<file path="src/rtl/nprs_pkg.sv">
package nprs_pkg;

  typedef enum logic [3:0] {
    ST_IDLE, ST_ECC, ST_CLR, ST_C1A, ST_C1D, ST_C2A, ST_C2D, ST_C3A,
    ST_WAIT, ST_RD, ST_GAP, ST_CHK
  } step_t;

  localparam logic [31:0] KIND_SPARE = 32'h0000_0041;
  localparam logic [31:0] KIND_MAIN  = 32'h0000_0042;
  localparam logic [31:0] PIPE_FLAG  = 32'h0000_2000;
  localparam logic [31:0] CLEAR_ALL  = 32'h0000_FFFF;
  localparam logic [1:0]  MODE_CTRL  = 2'd2;
  localparam logic [1:0]  MODE_DATA  = 2'd1;
  localparam int          WIN_ADDR_OFS = 'h0;
  localparam int          WIN_DATA_OFS = 'h10;

endpackage

</file>
<file path="src/rtl/nprs_word_gen.sv">
module nprs_word_gen import nprs_pkg::*; #(
  parameter int ADDR_W     = 12,
  parameter int PAGE_W     = 24,
  parameter int BANK_W     = 2,
  parameter int ECC_OFS    = 'h0E0,
  parameter int INT_BASE   = 'h410,
  parameter int INT_STRIDE = 'h050,
  parameter int PAGE_COUNT = 1
) (
  input  step_t              step,
  input  logic [PAGE_W-1:0]  page,
  input  logic [BANK_W-1:0]  bank,
  input  logic               main_area,
  output logic               wr,
  output logic               space,
  output logic [ADDR_W-1:0]  addr,
  output logic [31:0]        data,
  output logic               rd,
  output logic [ADDR_W-1:0]  stat_addr
);

  localparam logic [ADDR_W-1:0] WIN_A = ADDR_W'(WIN_ADDR_OFS);
  localparam logic [ADDR_W-1:0] WIN_D = ADDR_W'(WIN_DATA_OFS);

  logic [31:0] target;
  logic [31:0] ctrl_word;
  logic [31:0] data_word;

  assign target    = {{(32-PAGE_W){1'b0}}, page} | (32'(bank) << 24);
  assign ctrl_word = target | (32'(MODE_CTRL) << 26);
  assign data_word = target | (32'(MODE_DATA) << 26);
  assign stat_addr = ADDR_W'(INT_BASE + int'(bank) * INT_STRIDE);

  always_comb begin
    wr    = 1'b0;
    space = 1'b0;
    addr  = '0;
    data  = '0;
    rd    = 1'b0;
    case (step)
      ST_ECC: begin
        wr = 1'b1; addr = ADDR_W'(ECC_OFS); data = {31'd0, main_area};
      end
      ST_CLR: begin
        wr = 1'b1; addr = stat_addr; data = CLEAR_ALL;
      end
      ST_C1A, ST_C2A: begin
        wr = 1'b1; space = 1'b1; addr = WIN_A; data = ctrl_word;
      end
      ST_C1D: begin
        wr = 1'b1; space = 1'b1; addr = WIN_D;
        data = main_area ? KIND_MAIN : KIND_SPARE;
      end
      ST_C2D: begin
        wr = 1'b1; space = 1'b1; addr = WIN_D;
        data = PIPE_FLAG | 32'(PAGE_COUNT);
      end
      ST_C3A: begin
        wr = 1'b1; space = 1'b1; addr = WIN_A; data = data_word;
      end
      ST_RD:   rd = 1'b1;
      default: ;
    endcase
  end

endmodule

</file>
<file path="src/rtl/nprs_poll_timer.sv">
module nprs_poll_timer #(
  parameter int POLL_IVL  = 100,
  parameter int MAX_POLLS = 1000000
) (
  input  logic clk,
  input  logic rst,
  input  logic start,
  input  logic arm,
  input  logic miss,
  output logic tick,
  output logic last_poll
);

  localparam int IVL_W = (POLL_IVL > 1) ? $clog2(POLL_IVL) : 1;
  localparam int PC_W  = $clog2(MAX_POLLS + 1);
  localparam logic [IVL_W-1:0] IVL_LAST = IVL_W'(POLL_IVL - 1);
  localparam logic [PC_W-1:0]  PC_LAST  = PC_W'(MAX_POLLS - 1);

  logic [IVL_W-1:0] ivl_cnt;
  logic [PC_W-1:0]  poll_cnt;

  assign tick      = arm && (ivl_cnt == IVL_LAST);
  assign last_poll = (poll_cnt == PC_LAST);

  always_ff @(posedge clk) begin
    if (rst || !arm || tick) ivl_cnt <= '0;
    else                     ivl_cnt <= ivl_cnt + 1'b1;
  end

  always_ff @(posedge clk) begin
    if (rst || start) poll_cnt <= '0;
    else if (miss)    poll_cnt <= poll_cnt + 1'b1;
  end

endmodule

</file>
<file path="src/rtl/nand_page_read_seq.sv">
module nand_page_read_seq import nprs_pkg::*; #(
  parameter int ADDR_W     = 12,
  parameter int PAGE_W     = 24,
  parameter int BANK_W     = 2,
  parameter int ECC_OFS    = 'h0E0,
  parameter int INT_BASE   = 'h410,
  parameter int INT_STRIDE = 'h050,
  parameter int LOAD_BIT   = 12,
  parameter int UNCOR_BIT  = 0,
  parameter int POLL_IVL   = 100,
  parameter int MAX_POLLS  = 1000000
) (
  input  logic              clk,
  input  logic              rst,
  input  logic              req_valid,
  output logic              req_ready,
  input  logic              req_main,
  input  logic [BANK_W-1:0] req_bank,
  input  logic [PAGE_W-1:0] req_page,
  output logic              wr_en,
  output logic              wr_space,
  output logic [ADDR_W-1:0] wr_addr,
  output logic [31:0]       wr_data,
  output logic              rd_en,
  output logic [ADDR_W-1:0] rd_addr,
  input  logic [31:0]       rd_data,
  output logic              done,
  output logic              err_uncor,
  output logic              err_timeout
);

  step_t             step, step_nx;
  logic [PAGE_W-1:0] page_q;
  logic [BANK_W-1:0] bank_q;
  logic              main_q;

  logic              accept, tick, last_poll;
  logic              st_uncor, st_load, in_chk, miss, finish;
  logic              g_wr, g_space, g_rd;
  logic [ADDR_W-1:0] g_addr, g_stat;
  logic [31:0]       g_data;
  logic              unused_status;

  assign req_ready     = (step == ST_IDLE);
  assign accept        = req_ready && req_valid;
  assign st_uncor      = rd_data[UNCOR_BIT];
  assign st_load       = rd_data[LOAD_BIT];
  assign unused_status = ^rd_data;
  assign in_chk        = (step == ST_CHK);
  assign miss          = in_chk && !st_uncor && !st_load;
  assign finish        = in_chk && (st_uncor || st_load || last_poll);

  always_comb begin
    step_nx = step;
    case (step)
      ST_IDLE: if (req_valid) step_nx = ST_ECC;
      ST_ECC:  step_nx = ST_CLR;
      ST_CLR:  step_nx = ST_C1A;
      ST_C1A:  step_nx = ST_C1D;
      ST_C1D:  step_nx = ST_C2A;
      ST_C2A:  step_nx = ST_C2D;
      ST_C2D:  step_nx = ST_C3A;
      ST_C3A:  step_nx = ST_WAIT;
      ST_WAIT: if (tick) step_nx = ST_RD;
      ST_RD:   step_nx = ST_GAP;
      ST_GAP:  step_nx = ST_CHK;
      ST_CHK:  step_nx = finish ? ST_IDLE : ST_WAIT;
      default: step_nx = ST_IDLE;
    endcase
  end

  always_ff @(posedge clk) begin
    if (rst) step <= ST_IDLE;
    else     step <= step_nx;
  end

  always_ff @(posedge clk) begin
    if (rst) begin
      page_q <= '0;
      bank_q <= '0;
      main_q <= 1'b0;
    end else if (accept) begin
      page_q <= req_page;
      bank_q <= req_bank;
      main_q <= req_main;
    end
  end

  nprs_word_gen #(
    .ADDR_W(ADDR_W), .PAGE_W(PAGE_W), .BANK_W(BANK_W), .ECC_OFS(ECC_OFS),
    .INT_BASE(INT_BASE), .INT_STRIDE(INT_STRIDE), .PAGE_COUNT(1)
  ) u_words (
    .step(step), .page(page_q), .bank(bank_q), .main_area(main_q),
    .wr(g_wr), .space(g_space), .addr(g_addr), .data(g_data),
    .rd(g_rd), .stat_addr(g_stat)
  );

  nprs_poll_timer #(
    .POLL_IVL(POLL_IVL), .MAX_POLLS(MAX_POLLS)
  ) u_timer (
    .clk(clk), .rst(rst), .start(accept), .arm(step == ST_WAIT),
    .miss(miss), .tick(tick), .last_poll(last_poll)
  );

  always_ff @(posedge clk) begin
    if (rst) begin
      wr_en       <= 1'b0;
      wr_space    <= 1'b0;
      wr_addr     <= '0;
      wr_data     <= '0;
      rd_en       <= 1'b0;
      rd_addr     <= '0;
      done        <= 1'b0;
      err_uncor   <= 1'b0;
      err_timeout <= 1'b0;
    end else begin
      wr_en       <= g_wr;
      wr_space    <= g_space;
      wr_addr     <= g_addr;
      wr_data     <= g_data;
      rd_en       <= g_rd;
      rd_addr     <= g_stat;
      done        <= finish;
      err_uncor   <= in_chk && st_uncor;
      err_timeout <= miss && last_poll;
    end
  end

endmodule

</file>
<file path="config.mk">
export PLATFORM = sky130hd
export DESIGN_NAME = nand_page_read_seq
export DESIGN_NICKNAME = d
export VERILOG_FILES = /design/src/rtl/nprs_pkg.sv /design/src/rtl/nprs_word_gen.sv /design/src/rtl/nprs_poll_timer.sv /design/src/rtl/nand_page_read_seq.sv
export SDC_FILE = /design/constraint.sdc
export NUM_CORES = 1
export LEC_CHECK = 0
export ABC_AREA = 1
export CAP_MARGIN = 5
export CORE_MARGIN = 5
export CORE_UTILIZATION = 47
export DETAILED_ROUTE_END_ITERATION = 6
export MAX_ROUTING_LAYER = met4
export PLACE_DENSITY = 0.87
export SLEW_MARGIN = 20
export SYNTH_ARGS = -nofsm -noshare
export SYNTH_HDL_FRONTEND = slang
export SYNTH_SLANG_ARGS = --single-unit
export TNS_END_PERCENT = 20
</file>
<file path="constraint.sdc">
create_clock -name clk -period 1.5 [get_ports clk]
set_input_delay 0.225 -clock clk [delete_from_list [all_inputs] [get_ports clk]]
set_output_delay 0.225 -clock clk [all_outputs]
set_load 0.01 [all_outputs]
</file>
**Word-level counts from Yosys, hierarchy flattened**

Index checks and enable logic that the tools add are counted.
Widths: inputs -> output; s select.

- Bits in registers: 120
- Latch bits: 0
- Bits in writable memories: 0
- ROM bits: 0
- Input port bits: 62
- Word-level logic and storage cells: 66
- Memories: 0

- Add/sub/neg operators: 3
- Multipliers: 1
- Div/mod/pow operators: 0
- Order comparisons: 0
- Eq/ne operators: 15
- Shift-type cells: 0
- Mux-type cells: 10
- Bitwise logic cells: 1
- Reductions and logical operators: 21

Operators by type and width:

| cell | count |
|---|---|
| $pmux 32 s6 | 1 |
| $pmux 4 s12 | 1 |
| $pmux 12 s3 | 1 |
| $or 24x26->26 | 1 |
| $add 20x1->20 const B | 1 |
| $eq 20x20->1 const B | 1 |
| $eq 4x3->1 const B | 4 |
| $eq 4x4->1 const B | 4 |
| $add 12x12->12 const A | 1 |
| $mux 4 | 3 |
| $eq 4x2->1 const B | 2 |
| $add 7x1->7 const B | 1 |
| $eq 7x7->1 const B | 1 |
| $logic_and 1x1->1 | 7 |
| $reduce_or 7->1 | 1 |
| $logic_or 1x1->1 | 5 |
| $mul 2x3->5 const B | 1 |
| $reduce_or 5->1 | 1 |
| $eq 4x1->1 const B | 1 |
| $logic_not 4->1 | 1 |
| $ne 2x2->1 const B | 2 |
| $reduce_or 2->1 | 2 |
| $logic_not 1->1 | 3 |
| $mux 1 | 3 |
| 2 further kinds | 2 |

**Depth between registers and ports, before layout**

Gate-level depths: netlist of run 1.

- Depth after elaboration: 5
- Depth in mapped cells: 9
- Depth with buffers taken out: 9

**Modules after synthesis**

A second synthesis of run 1 with hierarchy kept.

- Cells, all modules: 738
- Area, all modules: 5146.2 um^2

Modules (own cells, without submodules):

| module | times used | cells each | area each (um^2) | sequential area each (um^2) |
|---|---|---|---|---|
| nand_page_read_seq | 1 | 402 | 3095.5 | 1861.8 |
| nprs_poll_timer | 1 | 212 | 1440.1 | 540.5 |
| nprs_word_gen | 1 | 124 | 610.6 | 0.0 |

**Worst setup path after synthesis of run 1**

Ideal clock, no wire load.

- Path type: register to register
- Start point: register step[2]
- End point: register u_timer.poll_cnt[10]
- Library setup time: 117 ps
- Data arrival time: 1223 ps
- Slack: 160 ps
- Cell stages (with the launch flop): 8
- Path through: dfxtp_1 -> nor2_1 -> inv_1 -> nor2_4 -> nand2_2 -> nand2_2 -> buf_2 -> nor2_1

- Longest elaborated chain between the ends: 3
- Elaborated cells on any way between the ends: 6
- Those cells by class: 1 x eq/ne; 5 x reduce/logical

Ends and longest elaborated chain:

| item | RTL line | source |
|---|---|---|
| start: declaration | nand_page_read_seq.sv:32 | `step_t step, step_nx;` |
| start signal: assignment | nand_page_read_seq.sv:74 | `else step <= step_nx;` |
| $eq 4x4->1 or $logic_not 4->1 (tied branches) | nand_page_read_seq.sv:49, nand_page_read_seq.sv:44 |  |
| $logic_and 1x1->1, on equally long branches | nand_page_read_seq.sv:50, nand_page_read_seq.sv:45 |  |
| $logic_and 1x1->1 or $logic_or 1x1->1 (tied branches) | nand_page_read_seq.sv:50, nprs_poll_timer.sv:31 |  |
| end signal: assignment | nprs_poll_timer.sv:32 | `else if (miss) poll_cnt <= poll_cnt + 1'b1;` |
| end: declaration | nprs_poll_timer.sv:20 | `logic [PC_W-1:0] poll_cnt;` |

Several ways; a longest one is shown, not always the timed one.
A chain may end at the register's enable or synchronous reset.

**Worst setup path after layout of run 1**

- Start point: register wr_data[26]
- End point: output port wr_data[26]

RTL lines:

| item | RTL line | source |
|---|---|---|
| start: declaration | nand_page_read_seq.sv:23 | `output logic [31:0] wr_data,` |
| start signal: assignment | nand_page_read_seq.sv:120 | `wr_data <= g_data;` |

No word-level cell between the ends.

==> results of run 1 <==
sequential cells by signal, summed over array words and instances, names as in the netlist, 2 cells and up:
signal and count:
u_timer.ivl_cnt 7, wr_data 28, bank_q 2, page_q 24, wr_addr 6, u_timer.poll_cnt 20, rd_addr 6, step 4
cell families (layout without fill, tap and decap cells):
family                   after synthesis  count (layout)  synth area share, %
flip-flops                           104             104                 49.9
AO/OA/AOI/OAI                         88              88                 10.9
AND/OR/NAND/NOR                      234             234                 24.8
adder cells (fa/ha/maj)                5               5                 1.50
other                                  1              16               0.0898
buffers and inverters                 90             187                 10.4
XOR/XNOR                              12              12                 2.52
per-layer routing:
layer | wire [um] | share of wire [%] | track usage [%]
met2 | 5290 | 52 | 32.9
met3 | 482 | 4.7 | 4.84
met5 | 0 | 0 | -
met4 | 191 | 1.9 | 5.55
met1 | 4240 | 42 | 20.8
what timing repair did:
action | in CTS | in global routing
buffers inserted | 0 | 5
pin swaps | 1 | 7
setup endpoints to repair | 5 | 59
resized for setup | 8 | 48
endpoints found under the hold margin | 0 | 0
power by group:
part / switching (mW) / total [mW] / internal (mW)
logic: 0.474 / 0.870 / 0.396
clock network: 1.02 / 1.66 / 0.647
registers: 0.0574 / 2.96 / 2.90
layout make-up:
class                      count  area share [%]
timing repair buffer         114            20.2
clock buffer                  10            2.30
tap                          108            2.44
sequential                   104            37.8
inverter                      57            3.91
clock inverter                 6            1.04
multi-input combinational    355            32.3
final timing paths:
check / start / to / slack, ns / depth (start not counted)
worst max-delay path: wr_data[26] / wr_data[26] / 0.03 / 1
worst min-delay path: req_page[5] / page_q[5] / 0.44 / 3
worst max register to register: step[2] / wr_data[0] / 0.06 / 10
worst min register to register: page_q[17] / wr_data[17] / 0.44 / 2
cells in the final DEF (no fill, tap or decap), types with 9 or more instances in the layout:
| master | n |
|---|---|
| nand2_1 | 91 |
| dfxtp_1 | 94 |
| clkbuf_8 | 9 |
| nor2_1 | 78 |
| dfxtp_2 | 10 |
| inv_1 | 49 |
| dlymetal6s2s_1 | 16 |
| conb_1 | 16 |
| o21ai_0 | 22 |
| clkdlybuf4s50_1 | 59 |
| nand3_1 | 28 |
| a21oi_1 | 62 |
| buf_4 | 31 |
stage by stage:
stage,cells,power [mW],TNS (ns),hold slack [ns]
after global placement,733,3.82,-1.97,0.422
after floorplan,549,3.49,0,0.337
after global routing,754,5.73,-0.0877,0.419
final,754,5.49,0,0.438
after CTS,749,5.49,0,0.417
after detailed placement,733,3.86,-2.68,0.427
==> metrics.cfg, run 1 <==
[worst_setup_path]
cp.buffers_inverters=1
cp.arrival_ns=1.25
crit_path_max_incr_delay_ns=0.54
worst_path_max_delay_cell=clkdlybuf4s50_1
cp_data_required_time_ns=1.27
criticalPathCategory=register to output pin
crit_family=buffers and inverters
crit_path_cell_trace=clkdlybuf4s50_1
critical_path.endpoint_type=output pin
worst-path-max-fanout=1
worstSetupStartpointType=register

[clock_network]
cts.reportedPaths.clkPinSlew_ns=0.11
htreeDepth=3
latest_clock_arrival_within_the_worst_skew_pair_ns=0.37
cts.sinks=104
post_cts_hold_buffer_count=0
clock_tree_from_tritoncts=yes
cts-root-to-sink-buffers=2
cts_inserted_buffers=9
cts-root-buf=clkbuf_8

[timing]
final.period_utilization_pct=98.0
fin_crit_ns=1.47
setup_violations=0
fin_ws_ns=0.0297
finClkSkew_ns=0.0141
timing.fmax_ghz=0.680
grt_setup_unrepaired=yes
hold_viol_final=0
slew_viol_final=0

[synthesis]
post_synth_most_frequent_cells=dfxtp_1, nand2_1, nor2_1
synth_warnings=0
synth.ff_latch_count=104
post_synth_inst_count=534
synth_enable_flop_cells=0
yosys-top-cells-area=dfxtp_1, nand2_1, a21oi_1
synth_top_cell_area_share_pct=49.9
post-synth-top-area-cell=dfxtp_1
synth_async_sr_flop_share_pct=0
most_common_cell_in_the_synthesized_netlist=dfxtp_1
synth_ff_type=dfxtp_1
synth_seq_area_share_pct=49.9
mappedNetlistArea_um2=4180
avg_inst_size_synth_um2=7.82
unique_masters_post_synth=32

[cells_and_area]
fill_cells=709
syn2layout_area_growth_pct=32.7
design.final.nets=708
final_layout_size_suffix_gt1_share_pct=14.9
total_inserted_antenna_cells=0
fin_area_um2=5540
regArea_um2=2090
multi_input_gate_area_in_the_final_layout_um2=1790
layout.core_utilization_pct=63.9

[floorplanning]
design.die.area_um2=10900
start_util_pct=48.1
floorplan.die.width_um=104
dieHeight_um=104
rows=34
floorplan.core_area_um2=8680
ioPinCount=125

[routing]
dr_total_vias=3752
detail_route.wirelength_mm=10.2
detailedRoute.firstPassIterationCount=5
drc=0
post_drt_via_cell_ratio=4.98
final_antenna_net_count=0
route.detailed.wl_per_inst_um=13.5
detailedRoute.firstIterationViolations=134

[pwr]
total_leakage_power_nw=2.39
peakVddDrop_mv=0.677
power_density_nw_per_um2=990

[place]
place.detailed.hpwl_mm=7.68
post-place-ws_ns=-0.196
port_buffers=78
gp_congestion=0.956
detailed_place.area_um2=5190

[global_routing]
grt_max_degree=27
first_pass_grt_wire_length_mm=16.7
gr-total-overflow=0
number_of_global_route_vias_before_repair=3617
track_usage_pct=18.7
antenna_violations_before_repair=0

[hold_path]
worstHoldPathType=input pin to register

[status]
status=complete, no violations

[flow_run]
max_capacitance_violation_count=0

No activity file was read; power rests on OpenSTA's default activity.
==> run 2: changes to the inputs <==
Settings changed: CTS_CLUSTER_SIZE set to 30.
==> results of run 2 <==
Same layout as run 1: the final DEF is identical, and so are final timing and power.
